### config.mk
export PLATFORM = sky130hd
export DESIGN_NAME = fpcmp_unit
export DESIGN_NICKNAME = d
export VERILOG_FILES = /design/src/rtl/fpcmp_pkg.sv /design/src/rtl/fpcmp_classify.sv /design/src/rtl/fpcmp_magnitude.sv /design/src/rtl/fpcmp_decide.sv /design/src/rtl/fpcmp_unit.sv
export SDC_FILE = /design/constraint.sdc
export NUM_CORES = 1
export LEC_CHECK = 0
export ABC_AREA = 1
export ABC_CLOCK_PERIOD_IN_PS = 4000
export BUFFER_PORTS_ARGS = -buffer_cell sky130_fd_sc_hd__buf_2
export CAP_MARGIN = 20
export CORE_MARGIN = 2
export CORE_UTILIZATION = 45
export DETAILED_ROUTE_END_ITERATION = 10
export PLACE_DENSITY = 0.82
export SKIP_LAST_GASP = 1
export SLEW_MARGIN = 20
export SYNTH_ARGS = -nofsm -noshare
export SYNTH_HDL_FRONTEND = slang
export SYNTH_SLANG_ARGS = --single-unit
export TNS_END_PERCENT = 20
### constraint.sdc
create_clock -name clk -period 4 [get_ports clk]
set_clock_uncertainty 0.1 [all_clocks]
set_input_delay 0.2 -clock clk [delete_from_list [all_inputs] [get_ports clk]]
set_output_delay 0.2 -clock clk [all_outputs]
set_load 0.005 [all_outputs]
### src/rtl/fpcmp_pkg.sv
package fpcmp_pkg;
    parameter int EXP_W  = 11;
    parameter int FRAC_W = 52;
    localparam int MAG_W  = EXP_W + FRAC_W;
    localparam int WORD_W = 1 + MAG_W;
    localparam int CC_W   = 4;

    // condition code positions: {less, greater, equal, unordered}
    localparam logic [CC_W-1:0] CC_LT = 4'b1000;
    localparam logic [CC_W-1:0] CC_GT = 4'b0100;
    localparam logic [CC_W-1:0] CC_EQ = 4'b0010;
    localparam logic [CC_W-1:0] CC_UN = 4'b0001;

    typedef enum logic [2:0] {
        CLS_ZERO,
        CLS_SUB,
        CLS_NORM,
        CLS_INF,
        CLS_QNAN,
        CLS_SNAN
    } fp_class_e;

    typedef struct packed {
        logic             sign;
        fp_class_e        cls;
        logic [MAG_W-1:0] mag;
    } opnd_info_t;

    typedef struct packed {
        logic            valid;
        logic [CC_W-1:0] cc;
        logic            snan;
        logic            invcmp;
    } result_t;
endpackage

### src/rtl/fpcmp_classify.sv
module fpcmp_classify
    import fpcmp_pkg::*;
(
    input  logic [WORD_W-1:0] word_i,
    output opnd_info_t        info_o
);
    logic [EXP_W-1:0]  exp_w;
    logic [FRAC_W-1:0] frac_w;

    assign exp_w  = word_i[MAG_W-1:FRAC_W];
    assign frac_w = word_i[FRAC_W-1:0];

    always_comb begin
        info_o.sign = word_i[WORD_W-1];
        info_o.mag  = word_i[MAG_W-1:0];
        if (exp_w == '1) begin
            if (frac_w == '0)
                info_o.cls = CLS_INF;
            else if (frac_w[FRAC_W-1])
                info_o.cls = CLS_QNAN;
            else
                info_o.cls = CLS_SNAN;
        end else if (exp_w == '0) begin
            info_o.cls = (frac_w == '0) ? CLS_ZERO : CLS_SUB;
        end else begin
            info_o.cls = CLS_NORM;
        end
    end
endmodule

### src/rtl/fpcmp_magnitude.sv
module fpcmp_magnitude #(
    parameter int W = 63
) (
    input  logic [W-1:0] mag_a_i,
    input  logic [W-1:0] mag_b_i,
    output logic         a_lt_b_o,
    output logic         a_eq_b_o
);
    // exponent above fraction makes unsigned order equal magnitude order
    assign a_lt_b_o = (mag_a_i < mag_b_i);
    assign a_eq_b_o = (mag_a_i == mag_b_i);
endmodule

### src/rtl/fpcmp_decide.sv
module fpcmp_decide
    import fpcmp_pkg::*;
(
    input  opnd_info_t      a_i,
    input  opnd_info_t      b_i,
    input  logic            mag_lt_i,
    input  logic            mag_eq_i,
    input  logic            ordered_i,
    input  logic            inv_en_i,
    output logic [CC_W-1:0] cc_o,
    output logic            snan_o,
    output logic            invcmp_o
);
    logic a_snan, b_snan, a_qnan, b_qnan, any_nan, both_zero, lt_signed;

    always_comb begin
        a_snan    = (a_i.cls == CLS_SNAN);
        b_snan    = (b_i.cls == CLS_SNAN);
        a_qnan    = (a_i.cls == CLS_QNAN);
        b_qnan    = (b_i.cls == CLS_QNAN);
        any_nan   = a_snan | b_snan | a_qnan | b_qnan;
        both_zero = (a_i.cls == CLS_ZERO) && (b_i.cls == CLS_ZERO);
        lt_signed = a_i.sign ? ~mag_lt_i : mag_lt_i;

        cc_o     = CC_UN;
        snan_o   = 1'b0;
        invcmp_o = 1'b0;
        if (any_nan) begin
            snan_o   = a_snan | b_snan;
            invcmp_o = ordered_i & (inv_en_i | a_qnan | b_qnan);
        end else if (both_zero) begin
            cc_o = CC_EQ;
        end else if (a_i.sign != b_i.sign) begin
            cc_o = a_i.sign ? CC_LT : CC_GT;
        end else if (mag_eq_i) begin
            cc_o = CC_EQ;
        end else begin
            cc_o = lt_signed ? CC_LT : CC_GT;
        end
    end
endmodule

### src/rtl/fpcmp_unit.sv
module fpcmp_unit
    import fpcmp_pkg::*;
(
    input  logic              clk,
    input  logic              rst,
    input  logic              in_valid,
    input  logic [WORD_W-1:0] opnd_a,
    input  logic [WORD_W-1:0] opnd_b,
    input  logic              ordered_mode,
    input  logic              inv_enable,
    output logic              out_valid,
    output logic [CC_W-1:0]   cond_code,
    output logic              flag_snan,
    output logic              flag_invcmp
);
    opnd_info_t        info [2];
    logic [WORD_W-1:0] words [2];
    logic              mag_lt, mag_eq;
    logic [CC_W-1:0]   cc_w;
    logic              snan_w, invcmp_w;
    result_t           res_d, res_q;

    assign words[0] = opnd_a;
    assign words[1] = opnd_b;

    for (genvar gi = 0; gi < 2; gi++) begin : g_cls
        fpcmp_classify u_cls (
            .word_i (words[gi]),
            .info_o (info[gi])
        );
    end

    fpcmp_magnitude #(.W(MAG_W)) u_mag (
        .mag_a_i  (info[0].mag),
        .mag_b_i  (info[1].mag),
        .a_lt_b_o (mag_lt),
        .a_eq_b_o (mag_eq)
    );

    fpcmp_decide u_dec (
        .a_i       (info[0]),
        .b_i       (info[1]),
        .mag_lt_i  (mag_lt),
        .mag_eq_i  (mag_eq),
        .ordered_i (ordered_mode),
        .inv_en_i  (inv_enable),
        .cc_o      (cc_w),
        .snan_o    (snan_w),
        .invcmp_o  (invcmp_w)
    );

    always_comb begin
        res_d       = res_q;
        res_d.valid = in_valid;
        if (in_valid) begin
            res_d.cc     = cc_w;
            res_d.snan   = snan_w;
            res_d.invcmp = invcmp_w;
        end
    end

    always_ff @(posedge clk) begin
        if (rst) res_q <= '0;
        else     res_q <= res_d;
    end

    assign out_valid   = res_q.valid;
    assign cond_code   = res_q.cc;
    assign flag_snan   = res_q.snan;
    assign flag_invcmp = res_q.invcmp;
endmodule

==> impl_metrics.py <==
metrics = {
    "status": {
        "status": "finished, final reports clean",
    },
    "clock_tree": {
        "post_cts_buffers": 0,
        "postCtsHoldBufs": 0,
        "cts_buffer_depth": 2,
        "clk_pin_slew_ns": 0.04,
        "root_buffer": "clkbuf_8",
        "cts_resized": 0,
        "numCtsBuffers": 3,
        "cts_num_sinks": 7,
        "cts-htree-levels": 1,
        "worst_skew_pair.late_latency_ns": 0.22,
        "cts_tree": "done",
    },
    "yosys": {
        "netlist_instances": 440,
        "syn_nets": 636,
        "yosys_register_bits": 7,
        "ys_seq_area_share_pct": 5.39,
        "ys_warn_count": 0,
        "yosysUniqueCellTypes": 23,
        "synthesis.area_mm2": 0.00260,
        "avgSynthCellArea_um2": 5.91,
    },
    "worst_setup_path": {
        "critPathLaunchType": "input pin",
        "rrSetupSlack_ns": 3.26,
        "worstPathRequired_ns": 4.02,
        "cpPeakStageDelay_ns": 0.28,
        "r2r_start": "flag_snan$_SDFFE_PP0P_",
        "timing.rr.end": "flag_snan$_SDFFE_PP0P_",
        "path_class": "in2reg",
        "path_delay_family": "simple AND/OR/NAND/NOR gates",
        "rr_worst_depth": 4,
        "cp_slowest_cell": "ha_1",
        "crit_chain": "buf_2 -> inv_1 -> ha_1 -> nand2_1 -> nor2_2 -> nand4_1 -> nor2_1 -> nand4_1 -> nor2_1 -> nand2_1 -> o21ai_2 -> nor2_1 -> nand2_1 -> nand2_1",
        "endpoint_kind": "register",
        "path_buf_inv": 2,
        "cp_max_fo": 3,
        "crit_arrival_ns": 1.78,
        "cp_common_cell": "nand2_1",
    },
    "detailed_routing": {
        "drt_iter0_drc": 90,
        "post-route-drc-count": 0,
        "viasPerCell": 4.94,
        "wl_per_cell_um": 11.1,
        "num_vias": 3235,
        "wirelength_um": 7270,
        "ant_nets": 0,
        "first_pass_iters": 4,
    },
    "timing": {
        "finalSetupTns_ns": 0,
        "tightestPinTransition_ns": 0.523,
        "period_minus_slack_ns": 1.76,
        "fin_crit_sh_pct": 44.1,
        "finalSetupViolCount": 0,
        "fmax_mhz": 567,
        "slew_headroom_pct": 64.8,
        "rsz0062_at_grt": "false",
        "slew_violations": 0,
        "hold_violations": 0,
        "fin_ws_ns": 2.24,
    },
    "global_routing": {
        "grt_max_degree": 8,
        "overflow": 0,
        "antenna_found_initial": 0,
        "grt_pass1_vias": 3062,
        "track_usage_pct": 22.2,
        "grt_pass1_wl_um": 12000,
    },
    "placement": {
        "dp_cells": 651,
        "portBuffers": 139,
        "place_area_mm2": 0.00339,
        "place_ws_ns": 2.04,
        "dp_hpwl_um": 6690,
        "gp_congestion": 0.875,
    },
    "layout": {
        "nFillCells": 545,
        "syn_to_final_growth_pct": 32.0,
        "antenna_cells": 0,
        "final_cell_area_mm2": 0.00343,
        "final_cells": 655,
        "drive_gt1_share_pct": 27.6,
        "nets": 780,
        "layout_commonest_cell": "buf_2",
        "layout_common_cells": "buf_2, nand2_1, inv_1",
    },
    "hold_path": {
        "hold_end": "out_valid$_SDFF_PP0_",
        "worstHoldPathType": "in2reg",
        "min_path_cells": 2,
        "hold_start": "rst",
    },
    "floorplan": {
        "die_w_um": 80.0,
        "die_area_mm2": 0.00640,
        "placementRows": 27,
        "io_pins": 140,
        "fp.dieH_um": 80.0,
        "start_util_pct": 46.9,
        "core_region_area_mm2": 0.00554,
    },
    "power_and_ir_drop": {
        "ir_drop_mv": 0.127,
        "p_per_area_mw_per_mm2": 132,
        "cellLeakagePower_nw": 2.14,
        "power_uw": 453,
    },
    "flow_run": {
        "maxCapViolCount": 0,
    },
}
cell usage after synthesis, drive strengths merged:
master	count	area share, %
a21o	4	1.2
a21oi	22	4.2
and3	1	0.24
dfxtp	7	5.4
ha	63	30
inv	101	15
nand2	106	16
nand3	24	4.8
nand3b	2	0.58
nand4	19	4.6
nor2	56	8.9
nor3	7	1.3
nor4	21	6.3
o211ai	2	0.58
o21ai	5	1.1
how the worst max path moves through the flow:
stage,startpoint,to,cells after the start,slack [ns]
6_report,opnd_b[54],cond_code[2]$_SDFFE_PP0P_,14,2.24
4_1_cts,opnd_b[54],cond_code[2]$_SDFFE_PP0P_,14,2.26
3_5_place_dp,opnd_b[54],cond_code[2]$_SDFFE_PP0P_,14,2.04
2_1_floorplan,opnd_b[14],cond_code[3]$_SDFFE_PP0P_,17,2.43
5_1_grt,opnd_b[50],cond_code[3]$_SDFFE_PP0P_,17,2.08
3_3_place_gp,opnd_b[46],cond_code[3]$_SDFFE_PP0P_,14,2.08
layer usage:
layer / GRT usage (%) / up-vias / routed length (um)
met5: 0 / - / 0
li1: - / 1732 / -
met3: 2.71 / 12 / 465
met1: 26.6 / 1386 / 3180
met4: 4.24 / 0 / 116
met2: 42.1 / 105 / 3500
registers in the layout (all words and copies together), names as in the netlist:
register and flops:
flag_snan 1, flag_invcmp 1, cond_code 4, out_valid 1
cell families after synthesis:
kind of cell	count (synthesis)	synth area share, %
AO/OA/AOI/OAI	33	7.07
buffers and inverters	101	14.6
flip-flops	7	5.39
AND/OR/NAND/NOR	236	42.6
adder cells (fa/ha/maj)	63	30.3
layout make-up:
type	instances	area, um^2	share of cell area [%]
clock buffers	4	45.0	1.31
inverters	101	379	11.1
multi-input cells	332	2080	60.6
flip-flops and latches	7	140	4.08
well taps	72	90.1	2.63
repair buffers	139	696	20.3
stage by stage:
step                      util (%)  hold slack, ns
after floorplan                  -           0.179
after global placement        61.1           0.336
after detailed placement      61.1           0.342
after CTS                     61.9           0.100
after global routing          61.9           0.122
final                         61.9           0.105
where the power goes:
group | switching [mW] | internal [mW]
registers | 0.00136 | 0.0734
logic | 0.154 | 0.127
clock network | 0.0291 | 0.0688
total | 0.184 | 0.269
Power figures use the tool's default switching activity.
